## src/rtl/tok_fifo_pkg.sv

```systemverilog
package tok_fifo_pkg;
  // Width of an occupancy counter that must hold 0..depth inclusive.
  function automatic int occ_bits(input int depth);
    return $clog2(depth + 1);
  endfunction
endpackage

```

## src/rtl/ring_token.sv

```systemverilog
module ring_token #(
  parameter int N = 8
) (
  input  logic         clk,
  input  logic         rst_n,
  input  logic         step,
  output logic [N-1:0] tok
);
  localparam logic [N-1:0] HOME = {{(N-1){1'b0}}, 1'b1};

  always_ff @(posedge clk) begin
    if (!rst_n)    tok <= HOME;
    else if (step) tok <= {tok[N-2:0], tok[N-1]};
  end

  // the token is always a single hot bit
  a_r4_token_onehot: assert property (@(posedge clk) disable iff (!rst_n)
    $countones(tok) == 1);
  // the token only moves when stepped
  a_r4_token_holds: assert property (@(posedge clk) disable iff (!rst_n)
    !step |=> $stable(tok));
endmodule

```

## src/rtl/cell_bank.sv

```systemverilog
module cell_bank #(
  parameter int W = 8,
  parameter int N = 8
) (
  input  logic                clk,
  input  logic                rst_n,
  input  logic [N-1:0]        cap_en,
  input  logic [W-1:0]        din,
  output logic [N-1:0][W-1:0] cells
);
  for (genvar i = 0; i < N; i++) begin : g_cell
    always_ff @(posedge clk) begin
      if (!rst_n)         cells[i] <= '0;
      else if (cap_en[i]) cells[i] <= din;
    end

    // a cell without its enable keeps its contents
    a_r3_cell_holds: assert property (@(posedge clk) disable iff (!rst_n)
      !cap_en[i] |=> $stable(cells[i]));
  end

  // at most one cell captures per edge
  a_r3_single_capture: assert property (@(posedge clk) disable iff (!rst_n)
    $onehot0(cap_en));
endmodule

```

## src/rtl/onehot_pick.sv

```systemverilog
module onehot_pick #(
  parameter int W = 8,
  parameter int N = 8
) (
  input  logic [N-1:0]        sel,
  input  logic [N-1:0][W-1:0] src,
  output logic [W-1:0]        dout
);
  always_comb begin
    dout = '0;
    for (int i = 0; i < N; i++) begin
      dout = dout | (src[i] & {W{sel[i]}});
    end
  end
endmodule

```

## src/rtl/occ_counter.sv

```systemverilog
module occ_counter #(
  parameter int DEPTH = 8,
  parameter int CW    = 4
) (
  input  logic          clk,
  input  logic          rst_n,
  input  logic          inc,
  input  logic          dec,
  output logic [CW-1:0] level,
  output logic          is_full,
  output logic          is_empty
);
  localparam logic [CW-1:0] TOP = CW'(DEPTH);

  always_ff @(posedge clk) begin
    if (!rst_n) level <= '0;
    else if (inc && !dec) level <= level + 1'b1;
    else if (dec && !inc) level <= level - 1'b1;
  end

  assign is_full  = (level == TOP);
  assign is_empty = (level == '0);

  // level never exceeds DEPTH
  a_r5_no_overflow: assert property (@(posedge clk) disable iff (!rst_n)
    level <= TOP);
  // a matched push and pop leave the level unchanged
  a_r8_matched_hold: assert property (@(posedge clk) disable iff (!rst_n)
    (inc && dec) |=> $stable(level));
  // no increment is requested at the top
  a_r6_no_inc_full: assert property (@(posedge clk) disable iff (!rst_n)
    is_full |-> !inc);
  // no decrement is requested at zero
  a_r7_no_dec_empty: assert property (@(posedge clk) disable iff (!rst_n)
    is_empty |-> !dec);
endmodule

```

## src/rtl/tok_fifo.sv

```systemverilog
module tok_fifo
  import tok_fifo_pkg::*;
#(
  parameter int WIDTH = 8,
  parameter int DEPTH = 8,
  localparam int CW   = occ_bits(DEPTH)
) (
  input  logic             clk,
  input  logic             rst_n,
  input  logic             in_valid,
  output logic             in_ready,
  input  logic [WIDTH-1:0] in_data,
  output logic             out_valid,
  input  logic             out_ready,
  output logic [WIDTH-1:0] out_data,
  output logic             full,
  output logic             empty,
  output logic [CW-1:0]    count
);
  logic                        push_go, pop_go;
  logic [DEPTH-1:0]            wr_tok, rd_tok, cap_en;
  logic [DEPTH-1:0][WIDTH-1:0] cells;

  assign in_ready  = !full;
  assign out_valid = !empty;
  assign push_go   = in_valid && in_ready;
  assign pop_go    = out_valid && out_ready;
  assign cap_en    = wr_tok & {DEPTH{push_go}};

  ring_token #(.N(DEPTH)) u_wr_tok (
    .clk(clk), .rst_n(rst_n), .step(push_go), .tok(wr_tok));

  ring_token #(.N(DEPTH)) u_rd_tok (
    .clk(clk), .rst_n(rst_n), .step(pop_go), .tok(rd_tok));

  cell_bank #(.W(WIDTH), .N(DEPTH)) u_bank (
    .clk(clk), .rst_n(rst_n), .cap_en(cap_en), .din(in_data), .cells(cells));

  onehot_pick #(.W(WIDTH), .N(DEPTH)) u_pick (
    .sel(rd_tok), .src(cells), .dout(out_data));

  occ_counter #(.DEPTH(DEPTH), .CW(CW)) u_occ (
    .clk(clk), .rst_n(rst_n), .inc(push_go), .dec(pop_go),
    .level(count), .is_full(full), .is_empty(empty));

  // a full buffer keeps its write position unless the level drops
  a_r6_wr_parked: assert property (@(posedge clk) disable iff (!rst_n)
    full |=> $stable(wr_tok));
  // an empty buffer keeps its read position
  a_r7_rd_parked: assert property (@(posedge clk) disable iff (!rst_n)
    empty |=> $stable(rd_tok));
  // full and empty never coincide
  a_r5_flags_exclusive: assert property (@(posedge clk) disable iff (!rst_n)
    !(full && empty));
  // the tokens coincide whenever the buffer is empty or full
  a_r5_tokens_meet: assert property (@(posedge clk) disable iff (!rst_n)
    (full || empty) |-> (wr_tok == rd_tok));
endmodule

```

## config.mk

```make
export PLATFORM = sky130hd
export DESIGN_NAME = tok_fifo
export DESIGN_NICKNAME = d
export VERILOG_FILES = /design/src/rtl/tok_fifo_pkg.sv /design/src/rtl/ring_token.sv /design/src/rtl/cell_bank.sv /design/src/rtl/onehot_pick.sv /design/src/rtl/occ_counter.sv /design/src/rtl/tok_fifo.sv
export SDC_FILE = /design/constraint.sdc
export NUM_CORES = 1
export LEC_CHECK = 0
export ABC_AREA = 1
export BUFFER_PORTS_ARGS = -buffer_cell sky130_fd_sc_hd__buf_2
export CAP_MARGIN = 5
export CORE_MARGIN = 5
export CORE_UTILIZATION = 68
export CTS_BUF_LIST = sky130_fd_sc_hd__clkbuf_4
export DETAILED_ROUTE_END_ITERATION = 12
export HOLD_SLACK_MARGIN = 0.08
export PLACE_DENSITY = 0.88
export SLEW_MARGIN = 20
export SYNTH_ARGS = -nofsm -noshare
export SYNTH_HDL_FRONTEND = slang
export SYNTH_SLANG_ARGS = --single-unit
```

## constraint.sdc

```tcl
create_clock -name clk -period 5.3 [get_ports clk]
set_input_delay 0.53 -clock clk [delete_from_list [all_inputs] [get_ports clk]]
set_output_delay 0.53 -clock clk [all_outputs]
set_load 0.01 [all_outputs]
```

# Word level (Yosys, flattened, before mapping)
# Cells that the tools add are included.
# word_totals
register_bits	84
latch_bits	0
ramBits	0
mem_bits_ro	0
out_inout_bits	16
mem_count	0
# op_classes
n_addsub	2
n_mul	0
div	0
order_cmp	0
eq_ne	1
n_shift	0
mux	2
n_bitwise	16
n_reduce_logical	10
# op_table
cell	count
$and 8x8->8	9
$or 8x8->8	7
$mux 4	2
$add 4x1->4 const B	1
$eq 4x4->1 const B	1
$logic_and 1x1->1	4
$logic_not 1->1	4
$logic_not 4->1	1
$sub 4x1->4 const B	1
$reduce_bool 2->1	1

# Longest topological paths before layout
# Gate-level depths: netlist of run 1.
# logic_depth
word_depth	8
depth_mapped	15
mapped_depth_nobuf	14

# Modules after synthesis
# From an unflattened synthesis of run 1, not the netlist that was laid out.
# hier_totals
hier_cells	642
area_unflattened_um2	4122.7
# modules_own_cells
mod	instances	cells_per_inst	area_per_inst_um2
cell_bank	1	351	2563.7
ring_token	2	50	347.8
onehot_pick	1	128	490.5
occ_counter	1	41	282.8
tok_fifo	1	22	90.1

# Least setup slack after synthesis of run 1
# OpenSTA, ideal clock, no wires.
# synth_timing
kind	input-to-reg
from	input port in_valid
to	register u_occ.level[3]
arrival_time_ps	2080
setup_slack_ps	3111
stages	12
cell_sequence	buf_4 buf_4 nand2_4 inv_1 ha_1 inv_1 ha_1 or2_2 nand3_1 nand3_1 nand2_1 inv_1
# synth_between
elab_chain_cells	4
elab_cells_between_ends	6
# synth_rtl
item	line	source
from (decl)	tok_fifo.sv:10	input logic in_valid,
$logic_and 1x1->1 *	tok_fifo.sv:26	assign push_go = in_valid && in_ready;
$logic_not 1->1	occ_counter.sv:18	else if (dec && !inc) level <= level - 1'b1;
$logic_and 1x1->1	occ_counter.sv:18	
$reduce_bool 2->1 (no source line)	n/a	
to (signal assigned)	occ_counter.sv:17	else if (inc && !dec) level <= level + 1'b1;
to (signal assigned)	occ_counter.sv:18	
to (decl)	occ_counter.sv:9	output logic [CW-1:0] level,
# Every way passes the cells marked *; elsewhere a longest branch is shown, timed or not.
# A chain may end at the register's enable or synchronous reset.

# Worst setup path after layout of run 1
# layout_timing
from	register u_occ.level[0]
to	register u_occ.level[3]
# layout_between
elab_chain_cells	6
elab_cells_between_ends	15
# layout_rtl
item
branches (longest 6 deep; another with $sub 4x1->4)
# Several ways; the timed one is not identified. The select of a mux whose other input is x is not followed.

==> flow_metrics.tcl, run 1 <==
set metrics [dict create \
    cts_hold_buf 0 \
    p_per_area_nw_per_um2 371 \
    cpMostUsedCell "inv_1" \
    arrival_ns 3.34 \
    gp_routability_congestion 0.864 \
    final.min_clock_period_ns 3.00 \
    skew_ns 0.0149 \
    fin_ws_ns 2.30 \
    clock_sinks 84 \
    fin_setup_tns_ns 0 \
    critPathMaxStageDelay_ns 0.67 \
    ys_ff_latch 84 \
    n_antenna_cell 0 \
    drive_above_1_share 0.0820 \
    worst_pin_slew_ns 0.894 \
    grt_pass1_wl_mm 18.4 \
    synth_nets 706 \
    drt_iter0_markers 500 \
    io_pins 28 \
    hold_violations 0 \
    cts_root_buf "clkbuf_4" \
    synth_area_leader_cell "dfxtp_1" \
    synthCells 690 \
    wl_per_cell_um 14.1 \
    grt_max_degree 77 \
    fp.dieH_um 90.8 \
    cts_resized 0 \
    yosysUniqueCellTypes 28 \
    reg2regPathDepth 12 \
    setup.worst_path.start_class "flip-flop" \
    worst-endpoint-required_ns 5.64 \
    grt_usage 0.273 \
    dpl_cell_area_sq_um 4470 \
    core_area_sq_um 6350 \
    netlist_area_sq_um 4440 \
    clk_latency_ns 0.43 \
    cts_setup_buffers 0 \
    cap_violations 0 \
    cp_max_fo 75 \
    pre_cts_ws_ns 2.35 \
    p_leak_nw 2.27 \
    finalNetCount 708 \
    wl_mm 10.9 \
    place_hpwl_mm 7.13 \
    die_x_um 90.8 \
    area_growth_pct 3.97 \
    max_freq_mhz 334 \
    cp_slowest_cell "nand3_4" \
    antenna_found_initial 0 \
    ys_warn_count 0 \
    slew_violations 0 \
    postRouteAntennaNets 0 \
    cts_made_buffers 9 \
    status "completed" \
    post-route-period-util 0.565 \
    rsz0062_at_grt "false" \
    path_cells "nor2_4 > nand3_4 > nand2_4 > inv_1 > ha_1 > inv_1 > ha_1 > or2_2 > nand3_1 > nand3_1 > nand2_1 > inv_1" \
    yosysSeqAreaShare 0.379 \
    cts_buffer_depth 2 \
    final_area_sq_um 4620 \
    route.detailed.drc 0 \
    fin_total_pwr_mw 1.71 \
    final_util 0.727 \
    clk_pin_slew_ns 0.12 \
    viasPerCell 5.42 \
    start_util 0.699 \
    first_pass_iters 5 \
    num_vias 4185 \
    syn_area_per_cell_sq_um 6.44 \
    ir_worst_vdd_mv 0.419 \
    portBuffers 27 \
    rows 29 \
    grt_pass1_vias 3826 \
    nFillCells 530 \
    cts_tree "done" \
    crit_type "reg2reg" \
    htree_levels 3 \
    holdPathStages 4 \
    endpoint_kind "flip-flop" \
    grt.overflow.total 0 \
    synth_area_leaders "dfxtp_1, nand2_1, inv_1, nand4_1, nor2_1" \
    slew_headroom 0.404 \
    synth_top_area_share 0.379 \
    setup_viol 0 \
    min_path_type "reg2reg" \
    die_area_sq_um 8250 \
]
sequential cells by signal (all words and copies together) (netlist names):
register,cells
u_bank.cells,64
u_rd_tok.tok,8
u_wr_tok.tok,8
u_occ.level,4
cell usage in the layout (no fill, tap or decap), drive strengths merged:
| cell | Yosys | layout |
|---|---|---|
| a21oi | 14 | 14 |
| a22o | 1 | 1 |
| buf | 26 | 29 |
| bufinv | 0 | 2 |
| clkbuf | 12 | 11 |
| clkinv | 1 | 2 |
| dfxtp | 84 | 84 |
| fa | 1 | 1 |
| ha | 3 | 3 |
| inv | 153 | 153 |
| nand2 | 196 | 196 |
| nand3 | 18 | 18 |
| nand4 | 65 | 65 |
| nor2 | 90 | 90 |
| o2111ai | 3 | 3 |
| o211ai | 3 | 3 |
| o21ai | 13 | 13 |
| o22ai | 5 | 5 |
| or2 | 1 | 1 |
| xor2 | 1 | 1 |
metrics by stage:
step / hold slack, ns / instances
after floorplan: 0.486 / 690
after global placement: 0.495 / 758
final: 0.517 / 772
after CTS: 0.515 / 772
after detailed placement: 0.500 / 758
after global routing: 0.525 / 772
cell type report:
class / count / area [sq um] / area share
Inverter: 154 / 578 / 0.125
Timing Repair Buffer: 29 / 150 / 0.0325
Clock inverter: 3 / 63.8 / 0.0138
Tap cell: 77 / 96.3 / 0.0209
Sequential cell: 84 / 1680 / 0.364
Multi-Input combinational cell: 414 / 1960 / 0.425
Clock buffer: 11 / 82.6 / 0.0179
path summary, 6_finish.rpt:
path / from / to / slack (ns)
setup / recovery: u_occ.level[0] / u_occ.level[3] / 2.30
hold reg to reg: u_bank.cells[20] / u_bank.cells[20] / 0.52
setup reg to reg: u_occ.level[0] / u_occ.level[3] / 2.30
hold / removal: u_bank.cells[20] / u_bank.cells[20] / 0.52
power by group:
part           internal, mW  switching [mW]  leakage (nW)  total (mW)
clock                 0.196           0.206        0.0804       0.402
combinational         0.171           0.352          1.51       0.523
sequential            0.692          0.0935         0.683       0.786
metal layers:
layer,part of all wire,routed length [um],GRT usage
met3,0.096,1040,0.0567
met1,0.42,4560,0.372
met4,0.022,239,0.109
met5,0,0,0
met2,0.46,5040,0.422
critical path: cells and delay by family (launching register included):
kind	cells	cell delay, ns
and+or+nand+nor	7	1.77
buffers and inverters	3	0.26
adders and majority gates	2	0.47
DFF	1	0.40
cell families after synthesis:
group                    after synthesis  synth area share
flip-flops                            84             0.379
AND/OR/NAND/NOR                      370             0.377
XOR/XNOR                               1           0.00197
adder cells (fa/ha/maj)                4            0.0130
AO/OA/AOI/OAI                         39            0.0504
buffers and inverters                192             0.179
cells in the mapped netlist:
cell type / instances
a21oi_1: 14
a22o_1: 1
buf_1: 6
buf_2: 11
buf_4: 2
buf_6: 7
clkbuf_1: 12
clkinv_1: 1
dfxtp_1: 84
fa_1: 1
ha_1: 3
inv_1: 152
inv_2: 1
nand2_1: 194
nand2_2: 1
nand2_4: 1
nand3_1: 8
nand3_2: 6
nand3_4: 4
nand4_1: 65
nor2_1: 89
nor2_4: 1
o2111ai_1: 3
o211ai_1: 3
o21ai_0: 13
o22ai_1: 5
or2_2: 1
xor2_1: 1
Power figures use the tool's default switching activity.
==> run 2, diff against run 1 <==
CORE_UTILIZATION = 63   (was 68)
PLACE_DENSITY = 0.82   (was 0.88)
clock period = 2.88 ns   (was 5.3 ns; I/O delays follow)
==> flow_metrics.tcl, run 2 (synthesis results as in run 1) <==
set metrics [dict create \
    max_freq_mhz 431 \
    p_leak_nw 2.25 \
    fin_ws_ns 0.557 \
    finalHoldWorstSlack_ns 0.237 \
    drive_above_1_share 0.0803 \
    clk_pin_slew_ns 0.12 \
    slew_headroom 0.469 \
    n_antenna_cell 0 \
    setup.worst_path.start_class "flip-flop" \
    cts_setup_buffers 0 \
    ir_worst_vdd_mv 0.961 \
    cts_buffer_depth 2 \
    die_area_sq_um 8830 \
    route.detailed.drc 0 \
    grt_pass1_wl_mm 18.8 \
    cts_root_buf "clkbuf_4" \
    pre_cts_ws_ns 0.788 \
    clk_latency_ns 0.44 \
    layout_common_cells "nand2_1, inv_1, nor2_1" \
    cts_hold_buf 0 \
    wl_per_cell_um 14.1 \
    grt_usage 0.273 \
    top_regs "u_bank.cells: 64 flops, u_rd_tok.tok: 8 flops, u_wr_tok.tok: 8 flops" \
    hold_violations 0 \
    rows 30 \
    arrival_ns 2.03 \
    core_area_sq_um 6830 \
    io_pins 28 \
    min_path_type "in2reg" \
    cts_resized 0 \
    grt_pass1_vias 3823 \
    place_hpwl_mm 7.30 \
    rsz0062_at_grt "false" \
    grt_max_degree 76 \
    grt.overflow.total 0 \
    largest_register_ffs 64 \
    gp_routability_congestion 0.864 \
    skew_ns 0.0131 \
    start_util 0.650 \
    final.min_clock_period_ns 2.32 \
    rr_startpoint "u_occ.level[0]" \
    clock_sinks 84 \
    p_per_area_nw_per_um2 649 \
    post-route-period-util 0.806 \
    portBuffers 27 \
    status "completed" \
    reg2reg_to "u_occ.level[3]" \
    finalNetCount 709 \
    cts_tree "done" \
    endpoint_kind "output pin" \
    viasPerCell 5.22 \
    largest_register "u_bank.cells" \
    first_pass_iters 4 \
    antenna_found_initial 0 \
    fin_setup_tns_ns 0 \
    wl_mm 11.2 \
    met1_usage 0.364 \
    htree_levels 3 \
    die_x_um 94.0 \
    cap_violations 0 \
    finalNonFillerCells 793 \
    worst_pin_slew_ns 0.797 \
    cts_made_buffers 9 \
    top_usage_layer "met2" \
    grt_util_met3 0.0601 \
    r2r_slack_ns 0.76 \
    worst-endpoint-required_ns 2.59 \
    area_growth_pct 3.52 \
    use_met2 0.415 \
    layout_commonest_cell "nand2_1" \
    cp-startpoint "u_occ.level[0]" \
    reg2regPathDepth 12 \
    slew_violations 0 \
    nFillCells 634 \
    cp_max_fo 74 \
    setup_viol 0 \
    postRouteAntennaNets 0 \
    crit_type "reg2out" \
    crit_end "in_ready" \
    fp.dieH_um 94.0 \
    drt_iter0_markers 408 \
    dp_cells 778 \
    num_vias 4142 \
]
## run 2: final cells by class
class	instances	area [sq um]	area share
Multi-Input combinational cell	414	1960	0.427
Sequential cell	84	1680	0.366
Inverter	154	578	0.126
Timing Repair Buffer	30	158	0.0343
Tap cell	96	120	0.0261
Clock buffer	10	75.1	0.0163
Clock inverter	5	20.0	0.00435
## run 2: metrics by stage
| stage | util | power [mW] | cell area, sq um |
|---|---|---|---|
| 2_1_floorplan | - | 2.21 | 4440 |
| 3_3_place_gp | 0.659 | 2.39 | 4500 |
| 3_5_place_dp | 0.659 | 2.43 | 4500 |
| 4_1_cts | 0.673 | 2.98 | 4600 |
| 5_1_grt | 0.673 | 3.18 | 4600 |
| 6_report | 0.673 | 2.99 | 4600 |
## run 2: how the worst min path moves through the flow
| stage | from | to | slack, ns | cells after the start |
|---|---|---|---|---|
| floorplan | u_bank.cells[10] | u_bank.cells[10] | 0.49 | 4 |
| global placement | u_bank.cells[19] | u_bank.cells[19] | 0.49 | 4 |
| detailed placement | u_bank.cells[19] | u_bank.cells[19] | 0.50 | 4 |
| CTS | rst_n | u_wr_tok.tok[6] | 0.22 | 3 |
| global route | rst_n | u_wr_tok.tok[2] | 0.25 | 3 |
| finish | out_ready | u_rd_tok.tok[0] | 0.24 | 4 |
## run 2: report_power, final
part	switching (mW)	leakage [nW]	internal [mW]
clock	0.391	0.0562	0.171
combinational	0.644	1.51	0.321
sequential	0.185	0.683	1.27
## run 2: worst max-delay path, cell delays in order (launching register included)
cell     delay [ns]
dfxtp_1        0.49
nor2_4         0.09
nand3_4        0.08
buf_4          0.62
buf_2          0.26
## run 2: per-layer routing
layer | part of all wire | vias up
li1 | - | 2099
met1 | 0.43 | 1846
met2 | 0.45 | 168
met3 | 0.086 | 29
met4 | 0.037 | 0
met5 | 0 | -
==> run 3, diff against run 2 <==
ABC_AREA = 0   (was 1)
CORE_UTILIZATION = 56   (was 63)
PLACE_DENSITY = 0.78   (was 0.82)
clock period = 1.87 ns   (was 2.88 ns; I/O delays follow)
==> flow_metrics.tcl, run 3 <==
set metrics [dict create \
    status "finished with violations" \
    violations "negative setup slack" \
    cpMostUsedCell "ha_4" \
    die_x_um 90.9 \
    muxShareOfSynthArea 0.180 \
    critPathTopFamily "simple AND/OR/NAND/NOR gates" \
    place_hpwl_mm 4.98 \
    drt_iter0_markers 227 \
    final_util 0.647 \
    io_pins 28 \
    start_util 0.577 \
    synth_nets 373 \
    crit_type "reg2reg" \
    gp_routability_congestion 0.753 \
    rows 29 \
    largest_register_ffs 64 \
    drive_above_1_share 0.230 \
    num_vias 2679 \
    hold_violations 0 \
    nFillCells 502 \
    finalNetCount 408 \
    path_cells "or4b_4 > nand2_8 > inv_16 > ha_4 > inv_4 > ha_4 > a21oi_4 > a211oi_2 > a31oi_1 > mux2i_1" \
    p_per_area_nw_per_um2 1140 \
    synthArstFlopShare 0 \
    synth_compound_area_frac 0.108 \
    slew_headroom 0.639 \
    grt_max_degree 94 \
    wl_per_cell_um 16.9 \
    yosysUniqueCellTypes 28 \
    syn_area_per_cell_sq_um 10.3 \
    synth_commonest_cells "nand2_1, dfxtp_1, mux2i_1, a22oi_1, clkbuf_1" \
    layout_common_cells "nand2_1, dfxtp_1, mux2i_1" \
    synth-simple-area-share 0.184 \
    clock_sinks 84 \
    pre_cts_ws_ns -0.328 \
    cp-startpoint "u_occ.level[1]" \
    cts_buffer_depth 2 \
    hp-start "in_data[2]" \
    endpoint_kind "flip-flop" \
    ir_worst_vdd_mv 1.26 \
    synthCells 357 \
    finalHoldWorstSlack_ns 0.189 \
    setup_viol 3 \
    ys_ff_latch 84 \
    min_path_type "in2reg" \
    synth_xor_area_frac 0.00478 \
    htree_levels 3 \
    die_area_sq_um 8260 \
    synth_most_common_cell "nand2_1" \
    setup.worst_path.start_class "flip-flop" \
    critPathMaxStageDelay_ns 0.58 \
    cap_violations 0 \
    cp_slowest_cell "or4b_4" \
    synth_area_leaders "dfxtp_1, mux2i_1, nand2_1, a22oi_1, nand2_8" \
    route.detailed.drc 0 \
    top_regs "u_bank.cells: 64 flops, u_rd_tok.tok: 8 flops, u_wr_tok.tok: 8 flops" \
    p_leak_nw 1.91 \
    grt_pass1_vias 2576 \
    viasPerCell 5.66 \
    synth_edf_count 0 \
    fin_setup_tns_ns -0.853 \
    grt_pass1_wl_mm 12.9 \
    cp_max_fo 4 \
    synth_area_leader_cell "dfxtp_1" \
    synth_top_area_share 0.459 \
    max_freq_mhz 445 \
    largest_register "u_bank.cells" \
    yosysSeqAreaShare 0.459 \
    grt_usage 0.195 \
    fin_ws_ns -0.378 \
    wl_mm 8.01 \
    core_area_sq_um 6350 \
    cts_hold_buf 0 \
    area_growth_pct 12.2 \
    worst_pin_slew_ns 0.541 \
    rsz0062_at_grt "true" \
    ys.flop_type "dfxtp_1" \
    ys_warn_count 0 \
    skew_ns 0.0149 \
    portBuffers 27 \
    rr_startpoint "u_occ.level[1]" \
    antenna_found_initial 0 \
    clk_pin_slew_ns 0.13 \
    grt.overflow.total 0 \
    cts_made_buffers 9 \
    synth_top_family_by_area "simple AND/OR/NAND/NOR gates" \
    post-route-period-util 1.20 \
    fp.dieH_um 90.9 \
    first_pass_iters 4 \
    layout_commonest_cell "nand2_1" \
    worst-endpoint-required_ns 2.22 \
    fin_total_pwr_mw 4.68 \
    cts_tree "done" \
    arrival_ns 2.60 \
    netlist_area_sq_um 3660 \
    slew_violations 0 \
    yosys.area_share.adder 0.0157 \
    final.min_clock_period_ns 2.25 \
    postRouteAntennaNets 0 \
    n_antenna_cell 0 \
    clk_latency_ns 0.42 \
    cp_num_buf_inv 2 \
    cts_root_buf "clkbuf_4" \
]
## run 3: cell count changes in the layout (fill, tap and decap cells not counted), sizes merged, moves of 14 or more
| cell | change |
|---|---|
| a22oi | +32 |
| nand4 | -57 |
| nand3 | -15 |
| nand2 | -88 |
| a21boi | +14 |
| inv | -148 |
| nor2 | -89 |
| mux2i | +66 |
## run 3: path summary, 6_finish.rpt
path	cells past startpoint	slack, ns	to
max	10	-0.38	u_occ.level[3]
min	3	0.19	u_bank.cells[18]
max reg2reg	10	-0.38	u_occ.level[3]
min reg2reg	2	0.47	u_bank.cells[44]
## run 3: layout make-up
| class | count | area [sq um] | share of cell area |
|---|---|---|---|
| clock buffer | 10 | 75.1 | 0.0183 |
| sequential | 84 | 1690 | 0.411 |
| inverter | 5 | 50.0 | 0.0122 |
| clock inverter | 5 | 52.6 | 0.0128 |
| timing repair buffer | 43 | 272 | 0.0661 |
| tap | 77 | 96.3 | 0.0234 |
| multi-input combinational | 249 | 1870 | 0.456 |
## run 3: cell families (layout without fill, tap and decap cells)
kind of cell / Yosys count / in the layout
flops: 84 / 84
mux: 66 / 66
compound gates: 50 / 50
fa+ha+maj: 4 / 4
buf+inv: 25 / 63
xor+xnor: 2 / 2
simple gates: 126 / 127
## run 3: where the power goes
group / switching (mW) / internal [mW] / total, mW
registers: 0.142 / 1.92 / 2.06
clock network: 0.583 / 0.411 / 0.994
logic: 0.824 / 0.807 / 1.63
total: 1.55 / 3.14 / 4.68
## run 3: worst reg2reg max path: cells and delay by family, from the launching register on
kind	cells	cell delay (ns)
buffers and inverters	2	0.12
flip-flops	1	0.37
multiplexers	1	0.21
AO/OA/AOI/OAI	3	0.40
AND/OR/NAND/NOR	2	0.71
adder cells (fa/ha/maj)	2	0.38
## run 3: layer usage
layer  GRT usage  up-vias  share of wire
li1            -     1317              -
met1       0.262     1281           0.44
met2       0.317       70           0.48
met3      0.0317       11          0.061
met4      0.0697        0          0.014
met5           0        -              0
## run 3: through the flow
| step | instances | area (sq um) |
|---|---|---|
| finish | 473 | 4110 |
| detailed placement | 452 | 3910 |
| global route | 473 | 4110 |
| CTS | 471 | 4080 |
| global placement | 452 | 3910 |
| floorplan | 357 | 3730 |
## run 3: timing repair
action | CTS | global route
gates cloned | 0 | 1
endpoints found under the setup margin | 3 | 34
pin swaps | 5 | 3
setup buffers | 4 | 3
gates resized for setup | 4 | 2
